### config.mk
export PLATFORM = sky130hd
export DESIGN_NAME = pd_sequencer
export DESIGN_NICKNAME = d
export VERILOG_FILES = /design/src/rtl/pd_seq_pkg.sv /design/src/rtl/pd_seq_timer.sv /design/src/rtl/pd_seq_fsm.sv /design/src/rtl/pd_seq_ctrl_reg.sv /design/src/rtl/pd_sequencer.sv
export SDC_FILE = /design/constraint.sdc
export NUM_CORES = 1
export LEC_CHECK = 0
export ABC_CLOCK_PERIOD_IN_PS = 2300
export BUFFER_PORTS_ARGS = -buffer_cell sky130_fd_sc_hd__buf_2
export CELL_PAD_IN_SITES_DETAIL_PLACEMENT = 1
export CELL_PAD_IN_SITES_GLOBAL_PLACEMENT = 1
export CORE_ASPECT_RATIO = 1.4
export CORE_MARGIN = 2
export CORE_UTILIZATION = 42
export CTS_CLUSTER_DIAMETER = 100
export DETAILED_ROUTE_END_ITERATION = 6
export PLACE_DENSITY_LB_ADDON = 0.1
export SYNTH_ARGS = -nofsm -noshare
export SYNTH_HDL_FRONTEND = slang
export SYNTH_SLANG_ARGS = --single-unit
### constraint.sdc
create_clock -name clk -period 2.3 [get_ports clk]
set_input_delay 0.46 -clock clk [delete_from_list [all_inputs] [get_ports clk]]
set_output_delay 0.46 -clock clk [all_outputs]
set_load 0.02 [all_outputs]
### src/rtl/pd_seq_pkg.sv
package pd_seq_pkg;

   typedef enum logic [3:0] {
      ST_RUN     = 4'd0,
      ST_HOLD    = 4'd1,
      ST_CLK_OFF = 4'd2,
      ST_ISO     = 4'd3,
      ST_RET     = 4'd4,
      ST_PDN     = 4'd5,
      ST_PUP     = 4'd6,
      ST_UNRET   = 4'd7,
      ST_UNISO   = 4'd8,
      ST_CLK_ON  = 4'd9,
      ST_REL     = 4'd10
   } pd_state_e;

   typedef struct packed {
      logic hold_req_n;
      logic clk_en;
      logic iso_n;
      logic ret_n;
      logic pwr_off;
   } pd_ctrl_t;

   localparam pd_ctrl_t CTRL_IDLE = '{hold_req_n: 1'b1, clk_en: 1'b1,
                                      iso_n: 1'b1, ret_n: 1'b1, pwr_off: 1'b0};

   // Control levels held in each state.
   function automatic pd_ctrl_t ctrl_of(pd_state_e s);
      pd_ctrl_t c;
      c = CTRL_IDLE;
      unique case (s)
         ST_RUN, ST_REL: c = CTRL_IDLE;
         ST_HOLD, ST_CLK_ON: begin
            c.hold_req_n = 1'b0;
         end
         ST_CLK_OFF, ST_UNISO: begin
            c.hold_req_n = 1'b0;
            c.clk_en     = 1'b0;
         end
         ST_ISO, ST_UNRET: begin
            c.hold_req_n = 1'b0;
            c.clk_en     = 1'b0;
            c.iso_n      = 1'b0;
         end
         ST_RET, ST_PUP: begin
            c.hold_req_n = 1'b0;
            c.clk_en     = 1'b0;
            c.iso_n      = 1'b0;
            c.ret_n      = 1'b0;
         end
         ST_PDN: begin
            c.hold_req_n = 1'b0;
            c.clk_en     = 1'b0;
            c.iso_n      = 1'b0;
            c.ret_n      = 1'b0;
            c.pwr_off    = 1'b1;
         end
         default: c = CTRL_IDLE;
      endcase
      return c;
   endfunction

endpackage

### src/rtl/pd_seq_timer.sv
module pd_seq_timer #(
   parameter int STEP_CYCLES = 4
) (
   input  logic clk,
   input  logic rst_n,
   input  logic restart_i,
   output logic done_o
);
   localparam int CW = (STEP_CYCLES > 1) ? $clog2(STEP_CYCLES) : 1;
   localparam logic [CW-1:0] LAST = CW'(STEP_CYCLES - 1);

   logic [CW-1:0] cnt_q;
   logic [CW-1:0] cnt_d;

   // Counts cycles spent in the current state, saturating at the dwell end.
   always_comb begin
      if (restart_i)          cnt_d = '0;
      else if (cnt_q == LAST) cnt_d = cnt_q;
      else                    cnt_d = cnt_q + CW'(1);
   end

   always_ff @(posedge clk or negedge rst_n) begin
      if (!rst_n) cnt_q <= '0;
      else        cnt_q <= cnt_d;
   end

   assign done_o = (cnt_q == LAST);

   AST_CNT_IN_RANGE: assert property (@(posedge clk) disable iff (!rst_n)
      cnt_q <= LAST);
endmodule

### src/rtl/pd_seq_fsm.sv
module pd_seq_fsm
   import pd_seq_pkg::*;
#(
   parameter bit ABORT_EN = 1'b1
) (
   input  logic      clk,
   input  logic      rst_n,
   input  logic      cpu_sleeping_i,
   input  logic      cpu_deep_i,
   input  logic      wake_unit_en_i,
   input  logic      hold_ack_n_i,
   input  logic      wakeup_i,
   input  logic      pwr_ready_i,
   input  logic      step_done_i,
   output pd_state_e state_d_o,
   output logic      restart_o
);
   pd_state_e state_q;
   pd_state_e state_d;
   logic      cancel;
   logic      entry_ok;

   // The option chooses whether an early wake request may cancel entry.
   generate
      if (ABORT_EN) begin : g_cancel
         assign cancel = wakeup_i;
      end else begin : g_no_cancel
         assign cancel = 1'b0;
      end
   endgenerate

   assign entry_ok = cpu_sleeping_i & cpu_deep_i & wake_unit_en_i;

   always_comb begin
      state_d = state_q;
      unique case (state_q)
         ST_RUN:     if (entry_ok) state_d = ST_HOLD;
         ST_HOLD: begin
            if (!hold_ack_n_i)        state_d = ST_CLK_OFF;
            else if (!cpu_sleeping_i) state_d = ST_RUN;
         end
         ST_CLK_OFF: if (step_done_i) state_d = cancel ? ST_CLK_ON : ST_ISO;
         ST_ISO:     if (step_done_i) state_d = cancel ? ST_UNISO  : ST_RET;
         ST_RET:     if (step_done_i) state_d = cancel ? ST_UNRET  : ST_PDN;
         ST_PDN:     if (step_done_i && wakeup_i)    state_d = ST_PUP;
         ST_PUP:     if (step_done_i && pwr_ready_i) state_d = ST_UNRET;
         ST_UNRET:   if (step_done_i) state_d = ST_UNISO;
         ST_UNISO:   if (step_done_i) state_d = ST_CLK_ON;
         ST_CLK_ON:  if (step_done_i) state_d = ST_REL;
         ST_REL:     if (!cpu_sleeping_i) state_d = ST_RUN;
         default:    state_d = ST_RUN;
      endcase
   end

   always_ff @(posedge clk or negedge rst_n) begin
      if (!rst_n) state_q <= ST_RUN;
      else        state_q <= state_d;
   end

   assign state_d_o = state_d;
   assign restart_o = (state_d != state_q);

   AST_BACKOUT_NO_ACK: assert property (@(posedge clk) disable iff (!rst_n)
      (state_q == ST_HOLD && hold_ack_n_i && !cpu_sleeping_i) |=> (state_q == ST_RUN));
   AST_NO_REENTRY_ASLEEP: assert property (@(posedge clk) disable iff (!rst_n)
      (state_q == ST_REL && cpu_sleeping_i) |=> (state_q == ST_REL));
   AST_PDN_WAITS_WAKE: assert property (@(posedge clk) disable iff (!rst_n)
      (state_q == ST_PDN && !wakeup_i) |=> (state_q == ST_PDN));
endmodule

### src/rtl/pd_seq_ctrl_reg.sv
module pd_seq_ctrl_reg
   import pd_seq_pkg::*;
(
   input  logic      clk,
   input  logic      rst_n,
   input  pd_state_e state_d_i,
   output pd_ctrl_t  ctrl_o
);
   pd_ctrl_t ctrl_q;

   // Outputs come straight from flops so the analog controls never glitch.
   always_ff @(posedge clk or negedge rst_n) begin
      if (!rst_n) ctrl_q <= CTRL_IDLE;
      else        ctrl_q <= ctrl_of(state_d_i);
   end

   assign ctrl_o = ctrl_q;

   AST_OFF_MEANS_CLAMPED: assert property (@(posedge clk) disable iff (!rst_n)
      ctrl_q.pwr_off |-> (!ctrl_q.iso_n && !ctrl_q.ret_n && !ctrl_q.clk_en));
endmodule

### src/rtl/pd_sequencer.sv
module pd_sequencer
   import pd_seq_pkg::*;
#(
   parameter int STEP_CYCLES = 4,
   parameter bit ABORT_EN    = 1'b1
) (
   input  logic clk,
   input  logic rst_n,
   input  logic cpu_sleeping_i,
   input  logic cpu_deep_i,
   input  logic wake_unit_en_i,
   input  logic hold_ack_n_i,
   input  logic wakeup_i,
   input  logic pwr_ready_i,
   output logic hold_req_n_o,
   output logic clk_en_o,
   output logic iso_n_o,
   output logic ret_n_o,
   output logic pwr_off_o
);
   localparam int QW = (STEP_CYCLES > 1) ? $clog2(STEP_CYCLES) : 1;
   localparam logic [QW-1:0] QMAX = QW'(STEP_CYCLES - 1);

   generate
      if (STEP_CYCLES < 1) begin : g_bad_step
         $error("STEP_CYCLES must be at least 1");
      end
   endgenerate

   pd_state_e state_d;
   logic      restart;
   logic      step_done;
   pd_ctrl_t  ctrl;

   pd_seq_timer #(.STEP_CYCLES(STEP_CYCLES)) u_timer (
      .clk       (clk),
      .rst_n     (rst_n),
      .restart_i (restart),
      .done_o    (step_done)
   );

   pd_seq_fsm #(.ABORT_EN(ABORT_EN)) u_fsm (
      .clk            (clk),
      .rst_n          (rst_n),
      .cpu_sleeping_i (cpu_sleeping_i),
      .cpu_deep_i     (cpu_deep_i),
      .wake_unit_en_i (wake_unit_en_i),
      .hold_ack_n_i   (hold_ack_n_i),
      .wakeup_i       (wakeup_i),
      .pwr_ready_i    (pwr_ready_i),
      .step_done_i    (step_done),
      .state_d_o      (state_d),
      .restart_o      (restart)
   );

   pd_seq_ctrl_reg u_ctrl (
      .clk       (clk),
      .rst_n     (rst_n),
      .state_d_i (state_d),
      .ctrl_o    (ctrl)
   );

   assign hold_req_n_o = ctrl.hold_req_n;
   assign clk_en_o     = ctrl.clk_en;
   assign iso_n_o      = ctrl.iso_n;
   assign ret_n_o      = ctrl.ret_n;
   assign pwr_off_o    = ctrl.pwr_off;

   // Dwell monitor: cycles since the last change of any control output.
   pd_ctrl_t        prev_q;
   logic [QW-1:0]   quiet_q;
   logic            any_chg;
   logic            timed_chg;

   assign any_chg   = (ctrl != prev_q);
   assign timed_chg = (ctrl.iso_n != prev_q.iso_n) || (ctrl.ret_n != prev_q.ret_n) ||
                      (ctrl.pwr_off != prev_q.pwr_off) || (ctrl.clk_en && !prev_q.clk_en);

   always_ff @(posedge clk or negedge rst_n) begin
      if (!rst_n) begin
         prev_q  <= CTRL_IDLE;
         quiet_q <= '0;
      end else begin
         prev_q <= ctrl;
         if (any_chg)            quiet_q <= '0;
         else if (quiet_q != QMAX) quiet_q <= quiet_q + QW'(1);
      end
   end

   AST_DWELL_MIN: assert property (@(posedge clk) disable iff (!rst_n)
      timed_chg |-> (quiet_q == QMAX));
   AST_REQ_AFTER_DEEP_SLEEP: assert property (@(posedge clk) disable iff (!rst_n)
      $fell(hold_req_n_o) |-> $past(cpu_sleeping_i && cpu_deep_i && wake_unit_en_i));
   AST_GATE_AFTER_ACK: assert property (@(posedge clk) disable iff (!rst_n)
      $fell(clk_en_o) |-> ($past(!hold_ack_n_i) && !hold_req_n_o));
   AST_ISO_AFTER_GATE: assert property (@(posedge clk) disable iff (!rst_n)
      $fell(iso_n_o) |-> (!clk_en_o && $past(!clk_en_o)));
   AST_OFF_AFTER_RET: assert property (@(posedge clk) disable iff (!rst_n)
      $rose(pwr_off_o) |-> ($past(!ret_n_o) && $past(!iso_n_o)));
   AST_ON_AFTER_WAKE: assert property (@(posedge clk) disable iff (!rst_n)
      $fell(pwr_off_o) |-> $past(wakeup_i));
   AST_RELEASE_ALL_ON: assert property (@(posedge clk) disable iff (!rst_n)
      $rose(hold_req_n_o) |-> (clk_en_o && iso_n_o && ret_n_o && !pwr_off_o));

   generate
      if (!ABORT_EN) begin : g_ready_chk
         AST_RESTORE_AFTER_READY: assert property (@(posedge clk) disable iff (!rst_n)
            $rose(ret_n_o) |-> $past(pwr_ready_i));
      end
   endgenerate
endmodule

==> impl_metrics.ini <==
[run_status]
run_status = finished clean

[critical_path]
crit_fanout = 10
crit_path_cell_trace = ha_1 -> or2_2 -> a32oi_2 -> a21oi_2 -> nor2_2 -> inv_2 -> and3_1
critPathKind = reg -> reg
crit_arrival_ns = 2.17
worstSetupEndpointType = flop
worstPathRequired_ns = 2.45
cp_slowest_stage_delay_ns = 0.41
path_delay_family = simple AND/OR/NAND/NOR gates
crit_buf_inv = 1
cp_slowest_cell = dfrtp_1
startpoint_type = flop

[synthesis]
yosys_warnings = 0
ys.flop_type = dfrtp_1
synth_edf_count = 0
postSynthCellCount = 90
avgSynthCellArea_sq_um = 9.61
postSynth.asyncResetShare_pct = 100
syn_nets = 100
ys_ff_latch = 11
ys_types = 47
ys_seq_area_share_pct = 32.4
synth_area_sq_um = 865

[floorplanning]
initial_utilization_pct = 44.4
num_rows = 19
die_y_microns = 57.7
dieArea_sq_um = 2440
die_x_microns = 42.3
core-area_sq_um = 1950
io_pins = 13

[sta]
setup_viol = 0
final-max-slew-violation-count = 0
final.setup_skew_ns = 0.000445
hold_violations = 0
fmax_mhz = 495
rsz0062_at_grt = no
period_minus_slack_ns = 2.02
worstMarginPinSlew_ns = 0.573
setup-tns-final_ns = 0
fin_crit_sh_pct = 87.8
setup_slack_ns = 0.281
slew-limit-headroom_pct = 61.8

[power_and_ir_drop]
ir_worst_vdd_mv = 0.769
p_per_area_nw_per_um2 = 1300
power.leakage_nw = 0.389

[layout]
layout-drive-gt1-share_pct = 35.0
layout.nets = 111
final_common_cell = buf_2
final_cell_mix = 12 x buf_2, 7 x dfrtp_1, 6 x a21oi_1
diodes = 0
n_fill_cell = 245
final-seq-area_sq_um = 280
area_growth_pct = 7.09
multi_input_area_sq_um = 514

[grt]
overflow = 0
grt_pass1_wl_microns = 3580
grt_max_degree = 20
grt_pass1_vias = 749
antenna_found_initial = 0
grt_use_total_pct = 19.1

[route]
routedWlPerCell_microns = 17.0
drtIter0Drc = 2
wirelength_microns = 2060
drt_first_pass_iters = 2
num_vias = 730
via_per_inst = 6.03
ant_nets = 0
drc = 0

[clock_tree]
clk_latency_ns = 0.26
clockRootBuffer = clkbuf_4
cts_made_buffers = 3
path_clk_slew_ns = 0.06
cts_resized = 0
clock_path_buffers = 2
cts_tree = built
post-cts-setup-buffer-count = 0
h-tree-depth = 1
cts.sinks = 11
ctsHoldBuffers = 0

[place]
place_ws_ns = 0.275
hpwl_microns = 1610
io_buffers = 12
gp_congestion = 0.761

[flow_run]
drv_cap = 0

[hold_path]
min_path_type = in -> async
[final cells by class]
cell class,count,share of cell area [%]
clock buffers,4,2.84
flip-flops and latches,11,30.3
repair buffers,12,6.49
multi-input cells,68,55.5
inverters,5,2.03
well taps,21,2.84
[cell families (layout without fill, tap and decap cells)]
family                     Yosys count  count (layout)  synth area share, %
xor gates and xnor gates             1               1                 1.01
and+or+nand+nor                     33              33                 25.8
adders and majority gates            2               2                 2.89
muxes                                1               1                 1.16
AOI/OAI and AO/OA                   31              31                 28.7
DFF                                 11              11                 32.4
buffers and inverters               11              21                 8.10
[layer usage]
layer / part of all wire (%) / global-route usage, % / up-vias / wire length (microns)
met5: 0 / 0 / - / 0
met4: 0.82 / 8.93 / 0 / 17
met3: 1.6 / 2.18 / 2 / 32
met2: 56 / 32.7 / 7 / 1150
met1: 42 / 23.9 / 363 / 864
li1: - / - / 358 / -
[registers in the layout (all words and copies together), names as in the netlist]
register / flops
u_ctrl.ctrl_o: 5
u_fsm.state_q: 4
u_timer.cnt_q: 2
[stage by stage]
step | util, % | hold slack [ns] | power, W | cell area, sq um | cells
6_report | 47.5 | 0.0522 | 0.00121 | 926 | 121
5_1_grt | 47.5 | 0.0564 | 0.00132 | 926 | 121
4_1_cts | 47.5 | 0.0472 | 0.00122 | 926 | 121
3_5_place_dp | 46.1 | 0.335 | 0.00109 | 900 | 117
3_3_place_gp | 46.1 | 0.334 | 0.00107 | 900 | 117
2_1_floorplan | - | 0.164 | 0.000951 | 865 | 90
[final timing paths]
path,endpoint,startpoint,slack (ns),cells past startpoint
min in group clk,u_timer.cnt_q[1],u_timer.cnt_q[1],0.64,2
worst min-delay path,u_fsm.state_q[2],rst_n,0.05,1
max in group asynchronous,u_ctrl.ctrl_o[2],rst_n,1.99,1
worst max register to register,u_ctrl.ctrl_o[0],u_timer.cnt_q[0],0.28,7
worst max-delay path,u_ctrl.ctrl_o[0],u_timer.cnt_q[0],0.28,7
worst min register to register,u_timer.cnt_q[1],u_timer.cnt_q[1],0.64,2
[worst reg2reg max path: stages (launching register included)]
cell	delay, ns
dfrtp_1	0.41
ha_1	0.34
or2_2	0.35
a32oi_2	0.26
a21oi_2	0.12
nor2_2	0.20
inv_2	0.06
and3_1	0.18
[Yosys cell counts (2+ instances only)]
master	n	area, sq um
a211o_1	2	17.5
a211oi_2	2	25.0
a21oi_1	6	30.0
a21oi_2	3	26.3
and3_1	2	12.5
buf_2	2	10.0
buf_6	3	33.8
dfrtp_1	7	175
dfstp_2	4	105
ha_1	2	25.0
inv_1	4	15.0
nand2_1	3	11.3
nand2b_1	2	12.5
nor2_2	2	12.5
nor2b_1	5	31.3
nor3_1	3	15.0
nor4_1	2	12.5
o21ai_0	4	20.0
o32a_1	2	20.0
or2_2	2	12.5
or2b_1	2	15.0
[report_power, final]
group	leakage (nW)	switching, W	internal (W)
combinational	0.241	0.000379	0.000292
clock	0.0150	0.0000571	0.0000670
sequential	0.133	0.000130	0.000283
total	0.389	0.000566	0.000642
No activity file was read; power rests on OpenSTA's default activity.
